**src/rtl/asram_pkg.sv**
```systemverilog
package asram_pkg;
  typedef enum logic [2:0] {
    ST_IDLE,
    ST_SETUP,
    ST_READ,
    ST_WRITE,
    ST_RECOV
  } asram_state_e;

  // whole clock cycles covering need_ps, never below one
  function automatic int cyc_of(input int need_ps, input int clk_ps);
    int c;
    c = (need_ps + clk_ps - 1) / clk_ps;
    if (c < 1) c = 1;
    return c;
  endfunction

  function automatic int imax(input int a, input int b);
    return (a > b) ? a : b;
  endfunction
endpackage

```
**src/rtl/asram_phase_timer.sv**
```systemverilog
module asram_phase_timer #(
  parameter int CW = 4
) (
  input  logic          clk,
  input  logic          rst_n,
  input  logic          restart,
  output logic [CW-1:0] cnt
);
  // counts cycles spent in the current phase, saturating
  always_ff @(posedge clk or negedge rst_n) begin
    if (!rst_n)            cnt <= '0;
    else if (restart)      cnt <= '0;
    else if (cnt != '1)    cnt <= cnt + 1'b1;
  end
endmodule

```
**src/rtl/asram_lane_ctl.sv**
```systemverilog
module asram_lane_ctl #(
  parameter int NL = 2
) (
  input  logic            clk,
  input  logic            rst_n,
  input  logic            active,
  input  logic [NL-1:0]   lane_sel,
  input  logic            capture,
  input  logic [8*NL-1:0] dq_in,
  output logic [NL-1:0]   be_n,
  output logic [8*NL-1:0] rdata
);
  for (genvar g = 0; g < NL; g++) begin : g_lane
    assign be_n[g] = !(active && lane_sel[g]);

    always_ff @(posedge clk or negedge rst_n) begin
      if (!rst_n)       rdata[8*g +: 8] <= '0;
      else if (capture) rdata[8*g +: 8] <= lane_sel[g] ? dq_in[8*g +: 8] : 8'h00;
    end
  end
endmodule

```
**src/rtl/asram_ctrl.sv**
```systemverilog
module asram_ctrl
  import asram_pkg::*;
#(
  parameter int AW       = 19,
  parameter int DW       = 16,
  parameter int CLK_PS   = 10000,
  parameter int T_AA_PS  = 10000,
  parameter int T_RC_PS  = 10000,
  parameter int T_WP_PS  = 8000,
  parameter int T_WC_PS  = 10000,
  parameter int T_DS_PS  = 6000
) (
  input  logic            clk,
  input  logic            rst_n,
  input  logic            req_valid,
  output logic            req_ready,
  input  logic            req_write,
  input  logic [AW-1:0]   req_addr,
  input  logic [DW-1:0]   req_wdata,
  input  logic [DW/8-1:0] req_be,
  output logic            rsp_valid,
  output logic [DW-1:0]   rsp_rdata,
  output logic            acc_done,
  output logic [AW-1:0]   mem_addr,
  output logic            mem_ce_n,
  output logic            mem_we_n,
  output logic            mem_oe_n,
  output logic [DW/8-1:0] mem_be_n,
  output logic [DW-1:0]   mem_dq_out,
  input  logic [DW-1:0]   mem_dq_in,
  output logic            mem_dq_oe
);
  localparam int NL      = DW / 8;
  localparam int RD_CYC  = cyc_of(T_AA_PS, CLK_PS);
  localparam int WP_CYC  = cyc_of(T_WP_PS, CLK_PS);
  localparam int DS_CYC  = cyc_of(T_DS_PS, CLK_PS);
  localparam int WR_CYC  = imax(WP_CYC, DS_CYC + 1);
  localparam int RREC    = imax(1, cyc_of(T_RC_PS, CLK_PS) - RD_CYC);
  localparam int WREC    = imax(1, cyc_of(T_WC_PS, CLK_PS) - WR_CYC);
  localparam int MAXC    = imax(imax(RD_CYC, WR_CYC), imax(RREC, WREC));
  localparam int CW      = $clog2(MAXC + 1) + 1;
  localparam logic [CW-1:0] RD_LAST  = CW'(RD_CYC - 1);
  localparam logic [CW-1:0] WR_LAST  = CW'(WR_CYC - 1);
  localparam logic [CW-1:0] RREC_LAST = CW'(RREC - 1);
  localparam logic [CW-1:0] WREC_LAST = CW'(WREC - 1);

  asram_state_e    state, state_n;
  logic [CW-1:0]   cnt;
  logic            wr_q;
  logic [NL-1:0]   be_q;
  logic [AW-1:0]   addr_q;
  logic [DW-1:0]   wdata_q;
  logic            rsp_q, done_q;
  logic            rd_end, wr_end, rec_end, accept, active;

  assign accept  = (state == ST_IDLE) && req_valid;
  assign rd_end  = (state == ST_READ)  && (cnt == RD_LAST);
  assign wr_end  = (state == ST_WRITE) && (cnt == WR_LAST);
  assign rec_end = (state == ST_RECOV) && (cnt == (wr_q ? WREC_LAST : RREC_LAST));
  assign active  = (state == ST_READ) || (state == ST_WRITE);

  always_comb begin
    state_n = state;
    unique case (state)
      ST_IDLE:  if (req_valid) state_n = ST_SETUP;
      ST_SETUP: state_n = wr_q ? ST_WRITE : ST_READ;
      ST_READ:  if (rd_end)  state_n = ST_RECOV;
      ST_WRITE: if (wr_end)  state_n = ST_RECOV;
      ST_RECOV: if (rec_end) state_n = ST_IDLE;
      default:  state_n = ST_IDLE;
    endcase
  end

  always_ff @(posedge clk or negedge rst_n) begin
    if (!rst_n) begin
      state   <= ST_IDLE;
      wr_q    <= 1'b0;
      be_q    <= '0;
      addr_q  <= '0;
      wdata_q <= '0;
      rsp_q   <= 1'b0;
      done_q  <= 1'b0;
    end else begin
      state  <= state_n;
      rsp_q  <= rd_end;
      done_q <= rec_end;
      if (accept) begin
        wr_q    <= req_write;
        be_q    <= req_be;
        addr_q  <= req_addr;
        wdata_q <= req_wdata;
      end
    end
  end

  asram_phase_timer #(.CW(CW)) u_timer (
    .clk     (clk),
    .rst_n   (rst_n),
    .restart (state_n != state),
    .cnt     (cnt)
  );

  asram_lane_ctl #(.NL(NL)) u_lanes (
    .clk      (clk),
    .rst_n    (rst_n),
    .active   (active),
    .lane_sel (be_q),
    .capture  (rd_end),
    .dq_in    (mem_dq_in),
    .be_n     (mem_be_n),
    .rdata    (rsp_rdata)
  );

  assign req_ready  = (state == ST_IDLE);
  assign rsp_valid  = rsp_q;
  assign acc_done   = done_q;
  assign mem_addr   = addr_q;
  assign mem_ce_n   = !active;
  assign mem_we_n   = (state != ST_WRITE);
  assign mem_oe_n   = (state != ST_READ);
  assign mem_dq_out = wdata_q;
  // driver waits one strobe cycle for bus release, holds one cycle past strobe end
  assign mem_dq_oe  = ((state == ST_WRITE) && (cnt != '0)) ||
                      ((state == ST_RECOV) && (cnt == '0) && wr_q);
endmodule

```
**config.mk**
```make
export PLATFORM = sky130hd
export DESIGN_NAME = asram_ctrl
export DESIGN_NICKNAME = d
export VERILOG_FILES = /design/src/rtl/asram_pkg.sv /design/src/rtl/asram_phase_timer.sv /design/src/rtl/asram_lane_ctl.sv /design/src/rtl/asram_ctrl.sv
export SDC_FILE = /design/constraint.sdc
export NUM_CORES = 1
export LEC_CHECK = 0
export BUFFER_PORTS_ARGS = -buffer_cell sky130_fd_sc_hd__clkbuf_2
export CAP_MARGIN = 0
export CORE_MARGIN = 4
export CORE_UTILIZATION = 45
export DETAILED_ROUTE_END_ITERATION = 16
export PLACE_DENSITY_LB_ADDON = 0.25
export SLEW_MARGIN = 20
export SYNTH_ARGS = -nofsm -noshare
export SYNTH_HDL_FRONTEND = slang
export SYNTH_HIERARCHICAL = 1
export SYNTH_SLANG_ARGS = --single-unit
export TNS_END_PERCENT = 1
```
**constraint.sdc**
```tcl
create_clock -name clk -period 2.3 [get_ports clk]
set_clock_uncertainty 0.15 [all_clocks]
set_input_delay 0.46 -clock clk [delete_from_list [all_inputs] [get_ports clk]]
set_output_delay 0.46 -clock clk [all_outputs]
set_load 0.05 [all_outputs]
```
; After elaboration in Yosys (flattened, before gate mapping)
; Index checks and enable logic that the tools add are counted.
; Widths: inputs -> output; s select.
[totals]
regBits = 62
inputBits = 57
output_inout_bits = 60
wordCells = 47
[classes]
n_addsub = 1
eq_ne = 9
n_mux = 10
n_reduce_logical = 17
[ops]
columns = op, n
row1 = $mux 3, 6
row2 = $mux 8, 2
row3 = $pmux 3 s5, 1
row4 = $logic_and 1x1->1, 8
row5 = $eq 3x1->1 const B, 2
row6 = $eq 3x2->1 const B, 2
row7 = $logic_not 3->1, 2
row8 = $ne 3x2->1 const B, 2
row9 = $add 3x1->3 const B, 1
row10 = $eq 3x3->1 const B, 1
row11 = $logic_not 1->1, 3
row12 = $ne 3x3->1, 1
row13 = $ne 3x3->1 const B, 1
row14 = $reduce_bool 3->1, 1
row15 = $logic_or 1x1->1, 2
row16 = $reduce_bool 2->1, 1
row17 = $mux 1, 1

; Longest topological paths before layout
; Gate-level depths: netlist (run 1).
[depth]
word_depth = 6
depth_mapped = 7
mapped_depth_nobuf = 5

; Cells and area by module
; The synthesis (run 1) kept the hierarchy.
[by_module_without_submodules]
columns = mod, n_inst, cells_per_inst, area_per_inst_um2, seq_area_each_um2
row1 = asram_ctrl, 1, 119, 1830.5, 1076.0
row2 = asram_lane_ctl, 1, 71, 658.1, 400.4
row3 = asram_phase_timer, 1, 11, 140.1, 75.1

; Worst setup path before layout (run 1)
; Ideal clock, no wire load.
[synth_path]
kind = reg2out
startpoint = reg state[1]
endpoint = out mem_dq_oe
t_arrival_ps = 2367
required_ps = 1690
setup_slack_ps = -677
stages_incl_launch_ff = 5
n_path_buf = 1
path_cell_list = dfrtp_1 > buf_4 > nor2b_1 > nand2_1 > o21ai_0
[synth_via]
elab_chain_cells = 4
word_cells_on_any_way = 6
cone_classes = 2 x eq/ne / 4 x reduce/logical
[synth_rtl]
columns = item, line
row1 = start: declaration, asram_ctrl.sv:47  ; asram_state_e state, state_n;
row2 = start signal: assignment, asram_ctrl.sv:84  ; state <= state_n;
row3 = $eq 3x3->1, asram_ctrl.sv:124  ; ((state == ST_RECOV) && (cnt == '0) && wr_q);
row4 = $logic_and 1x1->1 (2 in a row), asram_ctrl.sv:124
row5 = $logic_or 1x1->1 *, asram_ctrl.sv:123  ; assign mem_dq_oe = ((state == ST_WRITE) && (cnt != '0)) ||
row6 = end: declaration, asram_ctrl.sv:31  ; output logic mem_dq_oe
; Every way passes the cells marked *; elsewhere a longest branch is shown, timed or not.

; Worst setup path after layout (run 1)
; Ends and elaborated chain as after synthesis.

==> qor.yml, run 1 <==
grt_antenna_before_repair: 0
vias: 1944
yosysSeqAreaShare: 0.590
status: "finished, final reports clean"
holdCritPathClass: "in -> reg"
portBuffers: 116
layout_commonest_cell: "clkbuf_2"
period_minus_slack_ps: 2200
netlist_area_um2: 2630
clockBufferDepth: 2
overflow: 0
cp-start-kind: "flop"
dp_hpwl_um: 4190
die-area_um2: 7130
dr.pass1.iters: 4
layout-drive-gt1-share: 0.545
ys_ff_latch: 62
maxCapViolations: 0
arrival_ps: 1590
drt-total-wl_um: 5710
die_w_um: 84.4
synth_cells: 201
synth_fp_nets: 260
cts_buffers: 9
ys_types: 31
post_dp_cell_area_um2: 3310
r2r_setup_slack_ps: 490
rows: 27
cp-end-kind: "output port"
cts_sinks: 62
grt_start_max_net_pins: 63
h-tree-depth: 3
grt_usage: 0.170
area_growth_pct: 32.6
grt_pass1_vias: 2020
pin_count: 117
final_cell_area_um2: 3490
drtAntennaViolNets: 0
ys.flop_type: "dfrtp_1"
clock.fmax_ghz: 0.455
finalHoldViolations: 0
path_buf_inv: 1
async_reset_ff_frac: 1.00
max_stage_delay_ps: 510
start_util: 0.472
cts_root_buf: "clkbuf_8"
slew_viol_final: 0
cts.clk_slew.worst_paths_ps: 70
synth-edff-count: 0
diodes: 0
final_cell_mix: "clkbuf_2 (116), dfrtp_1 (62), mux2_4 (20), inv_1 (19), o21ai_0 (19)"
num-fill-cells: 458
drc: 0
seqCellArea_um2: 1550
nets: 385
yosys_warnings: 6
avgSynthCellArea_um2: 13.1
tightestPinTransition_ps: 339
multiInputGateArea_um2: 932
vias_per_cell: 4.84
cpLargestDelayFamily: "flip-flops"
crit_fanout: 10
setup_viol: 0
die_h_um: 84.4
timing.final.crit_share: 0.955
clock_latency_ps: 330
criticalPathCategory: "reg -> out"
cp.required_ps: 1690
cpMaxStageDelayCell: "dfrtp_1"
gp_congestion: 0.743
path_cells: "nor2b_1 > nand2_1 > o21ai_4 > clkbuf_2"
wire_per_inst_um: 14.2
relSlewSlack: 0.774
core_um2: 5570
drt-initial-drc-count: 62
grt_pass1_wl_um: 9430
cts_tree: "done"
==> metal layers <==
layer,wire length (um),vias to the layer above,GRT usage
li1,-,936,-
met1,2500,919,0.214
met2,2520,83,0.250
met3,602,6,0.0746
met4,86,0,0.0820
met5,0,-,0
==> Yosys cell counts (all sizes together) (2+ instances only) <==
| cell | instances | area share |
|---|---|---|
| mux2i | 3 | 0.011 |
| nor3 | 2 | 0.0038 |
| nand2 | 4 | 0.0057 |
| mux2 | 38 | 0.19 |
| buf | 10 | 0.033 |
| dfrtp | 62 | 0.59 |
| nor2 | 6 | 0.0095 |
| nand4 | 2 | 0.0048 |
| ha | 2 | 0.0095 |
| inv | 19 | 0.027 |
| a21oi | 2 | 0.0038 |
| nand2b | 2 | 0.0048 |
| nand3 | 17 | 0.032 |
| o21ai | 20 | 0.038 |
==> path summary, 6_finish.rpt <==
path,start,to,cells after the start
min reg2reg,mem_addr[8],mem_addr[8],1
min in group asynchronous,rst_n,mem_addr[15],3
min,req_addr[8],mem_addr[8],2
max reg2reg,state[1],mem_dq_out[14],4
max in group asynchronous,rst_n,u_timer/cnt[1],3
max,state[1],mem_dq_oe,4
==> what timing repair did <==
action	CTS	global route
hold endpoints to repair	53	0
resized for setup	0	1
endpoints found under the setup margin	0	1
hold buffers	1	0
setup buffers	0	0
==> registers in the layout, summed over array words and instances (netlist names) <==
name and count:
u_lanes/rdata 16, mem_dq_out 16, state 3, u_timer/cnt 3, be_q 2, wr_q 1
acc_done 1, rsp_valid 1, mem_addr 19
==> cell type report <==
class / count / share of cell area
clock buffers: 11 / 0.0406
clock inverters: 4 / 0.00682
inverters: 19 / 0.0205
multi-input cells: 109 / 0.267
flip-flops and latches: 62 / 0.445
well taps: 72 / 0.0258
repair buffers: 125 / 0.194
==> cell families after synthesis <==
family | count (synthesis) | synth area share
xor+xnor | 1 | 0.00333
buf+inv | 30 | 0.0614
simple gates | 39 | 0.0790
compound gates | 26 | 0.0538
flops | 62 | 0.590
fa+ha+maj | 2 | 0.00952
mux | 41 | 0.203
==> metrics by stage <==
stage | utilization | setup slack (ps) | TNS (ps) | hold WS (ps) | cells
final | 0.625 | 103 | 0 | 208 | 402
after global routing | 0.625 | -14.5 | -14.5 | 187 | 402
after CTS | 0.624 | 24.8 | 0 | 184 | 402
after detailed placement | 0.593 | 399 | 0 | 344 | 386
after global placement | 0.593 | 438 | 0 | 341 | 386
after floorplan | - | 21.2 | 0 | 14.4 | 201
Power of run 1 is left out: the tool's default activity adds up to more than one toggle a clock period on the data nets, which glitch-free logic cannot reach.
==> inputs of run 2 (changes only) <==
- BUFFER_PORTS_ARGS: -buffer_cell sky130_fd_sc_hd__clkbuf_2 -> -buffer_cell sky130_fd_sc_hd__buf_2
- CORE_UTILIZATION: 45 -> 42
- SLEW_MARGIN: 20 -> not set
- clock period: 2.3 -> 1.92 ns (I/O delays scaled with it)
==> run 2 against run 1 <==
- the run now ends with negative setup slack left
- via count increased by 2.7%
- global-route usage is 0.41 points lower
- die area up 6.5%
- sequential share of layout area shrank 1.2 points
- critical path depth unchanged
- sequential cell count unchanged
- routed wire length up 3.1%
- setup slack worse by 100 ps
- first-iteration DRC count is 23% lower
- final cell count grew 1.7%
- core utilization shrank 2.7 points
- largest cell class unchanged
==> qor.yml, run 2 (same netlist as run 1, synthesis figures left out) <==
die-area_um2: 7590  # +6.5%
cp-end-kind: "output port"
fin_util: 0.599  # -0.0268
maxCapViolations: 0  # unchanged
wire_per_inst_um: 14.4  # +1.4%
setup_viol: 1  # +1
clock_latency_ps: 330  # about the same
tightestPinTransition_ps: 560  # +221 ps
dr.pass1.iters: 5  # +1
core_um2: 5990  # +7.5%
peakVddDrop_v: 0.00112
dp_hpwl_um: 4220  # +0.55%
vias: 1996  # +2.7%
rsz0062_at_grt: "true"
cts_buffers: 9  # unchanged
grt_usage: 0.165  # -0.00414
timing.final.crit_share: 1.00
cp.required_ps: 1390  # -300 ps
status: "finished, violations left"
finalPower_w: 0.00752
portBuffers: 116  # unchanged
layout-drive-gt1-share: 0.566  # +0.0204
relSlewSlack: 0.627  # -0.147
violations: "negative setup slack"
slew_viol_final: 0  # unchanged
die_h_um: 87.1  # +3.2%
overflow: 0  # unchanged
layout_commonest_cell: "buf_2"
holdWs_ps: 133  # -75.2 ps
drt-initial-drc-count: 48  # -23%
setup_slack_ps: -1.54  # -105 ps
fin_tns_setup_ps: -1.54  # -1.54 ps
area_growth_pct: 36.4
grt_antenna_before_repair: 0  # unchanged
p_leak_nw: 1.80
clock.fmax_ghz: 0.520
gp_congestion: 0.796  # +7.2%
largest_reg_flops: 19  # unchanged
grt_start_max_net_pins: 34  # -46%
arrival_ps: 1390  # -200 ps
crit_fanout: 2  # -8
drc: 0  # unchanged
h-tree-depth: 3  # unchanged
period_minus_slack_ps: 1920
cts.clk_slew.worst_paths_ps: 70  # about the same
criticalPathCategory: "reg -> out"
cts_root_buf: "clkbuf_8"
power.density_nw_per_um2: 2100
rows: 28  # +3.7%
final_cell_mix: "buf_2 (111), dfrtp_1 (61), mux2_4 (20), inv_1 (19), o21ai_0 (19)"
drtAntennaViolNets: 0  # unchanged
instances_no_fill: 409  # +1.7%
holdCritPathClass: "in -> reg"
clockBufferDepth: 2  # unchanged
vias_per_cell: 4.88  # +0.92%
pin_count: 117  # unchanged
die_w_um: 87.1  # +3.2%
place_inst: 391  # +1.3%
start_util: 0.439  # -0.0328
cts_tree: "done"
grt_pass1_vias: 2030  # +0.50%
finalHoldViolations: 0  # unchanged
cts_sinks: 62  # unchanged
diodes: 0  # unchanged
cp-start-kind: "flop"
drt-total-wl_um: 5890  # +3.1%
grt_pass1_wl_um: 9630  # +2.2%
nets: 389  # +1.0%
## run 2: cell count changes in the layout (fill, tap and decap cells not counted), sizes merged
cell,previous run,this run
clkinvlp,0,1
clkinv,4,3
clkbuf,127,12
buf,8,127
## run 2: routing by layer
metal / vias up / wire length [um] / part of all wire / global-route usage
li1: 948 / - / - / -
met1: 943 / 2550 / 0.43 / 0.216
met2: 94 / 2530 / 0.43 / 0.242
met3: 11 / 691 / 0.12 / 0.0624
met4: 0 / 115 / 0.020 / 0.0809
met5: - / 0 / 0 / 0
## run 2: worst max-delay path, stage by stage, from the launching register on
cell	delay, ps
dfrtp_1	410
nor3_4	220
nand4_1	170
o21ai_4	90
buf_6	170
## run 2: power breakdown
group / total, W / internal (W) / switching [W]
logic: 0.00427 / 0.00137 / 0.00290
clock network: 0.000992 / 0.000524 / 0.000468
registers: 0.00226 / 0.00189 / 0.000364
total: 0.00752 / 0.00379 / 0.00374
## run 2: cell type report
type | count | area (um^2)
well taps | 75 | 93.8
flip-flops and latches | 62 | 1550
multi-input cells | 109 | 948
repair buffers | 129 | 746
clock inverters | 4 | 22.5
clock buffers | 11 | 151
inverters | 19 | 71.3
fillers | 515 | 2400
## run 2: per-stage QoR
step                setup WS [ps]  cell area, um^2
detailed placement            186             3340
finish                      -1.54             3590
floorplan                    -254             2650
CTS                          2.74             3560
global route                 -134             3590
global placement              222             3340
## run 2: path summary, 6_finish.rpt
kind	from	cells past startpoint	to	slack, ps
worst max-delay path	u_timer/cnt[1]	4	mem_dq_oe	-2
worst min-delay path	req_wdata[15]	2	mem_dq_out[15]	130
worst max register to register	state[0]	5	mem_addr[0]	120
worst min register to register	mem_dq_out[13]	1	mem_dq_out[13]	350
max in group asynchronous	rst_n	3	state[2]	570
min in group asynchronous	rst_n	2	mem_dq_out[6]	430
## run 2: what timing repair did
action	in CTS	in global routing
resized for setup	7	8
pin swaps	2	1
buffers inserted	2	0
hold buffers	1	0
hold endpoints to repair	22	0
gates cloned	0	0
endpoints found under the setup margin	4	6
(Power assumes the default switching activity.)
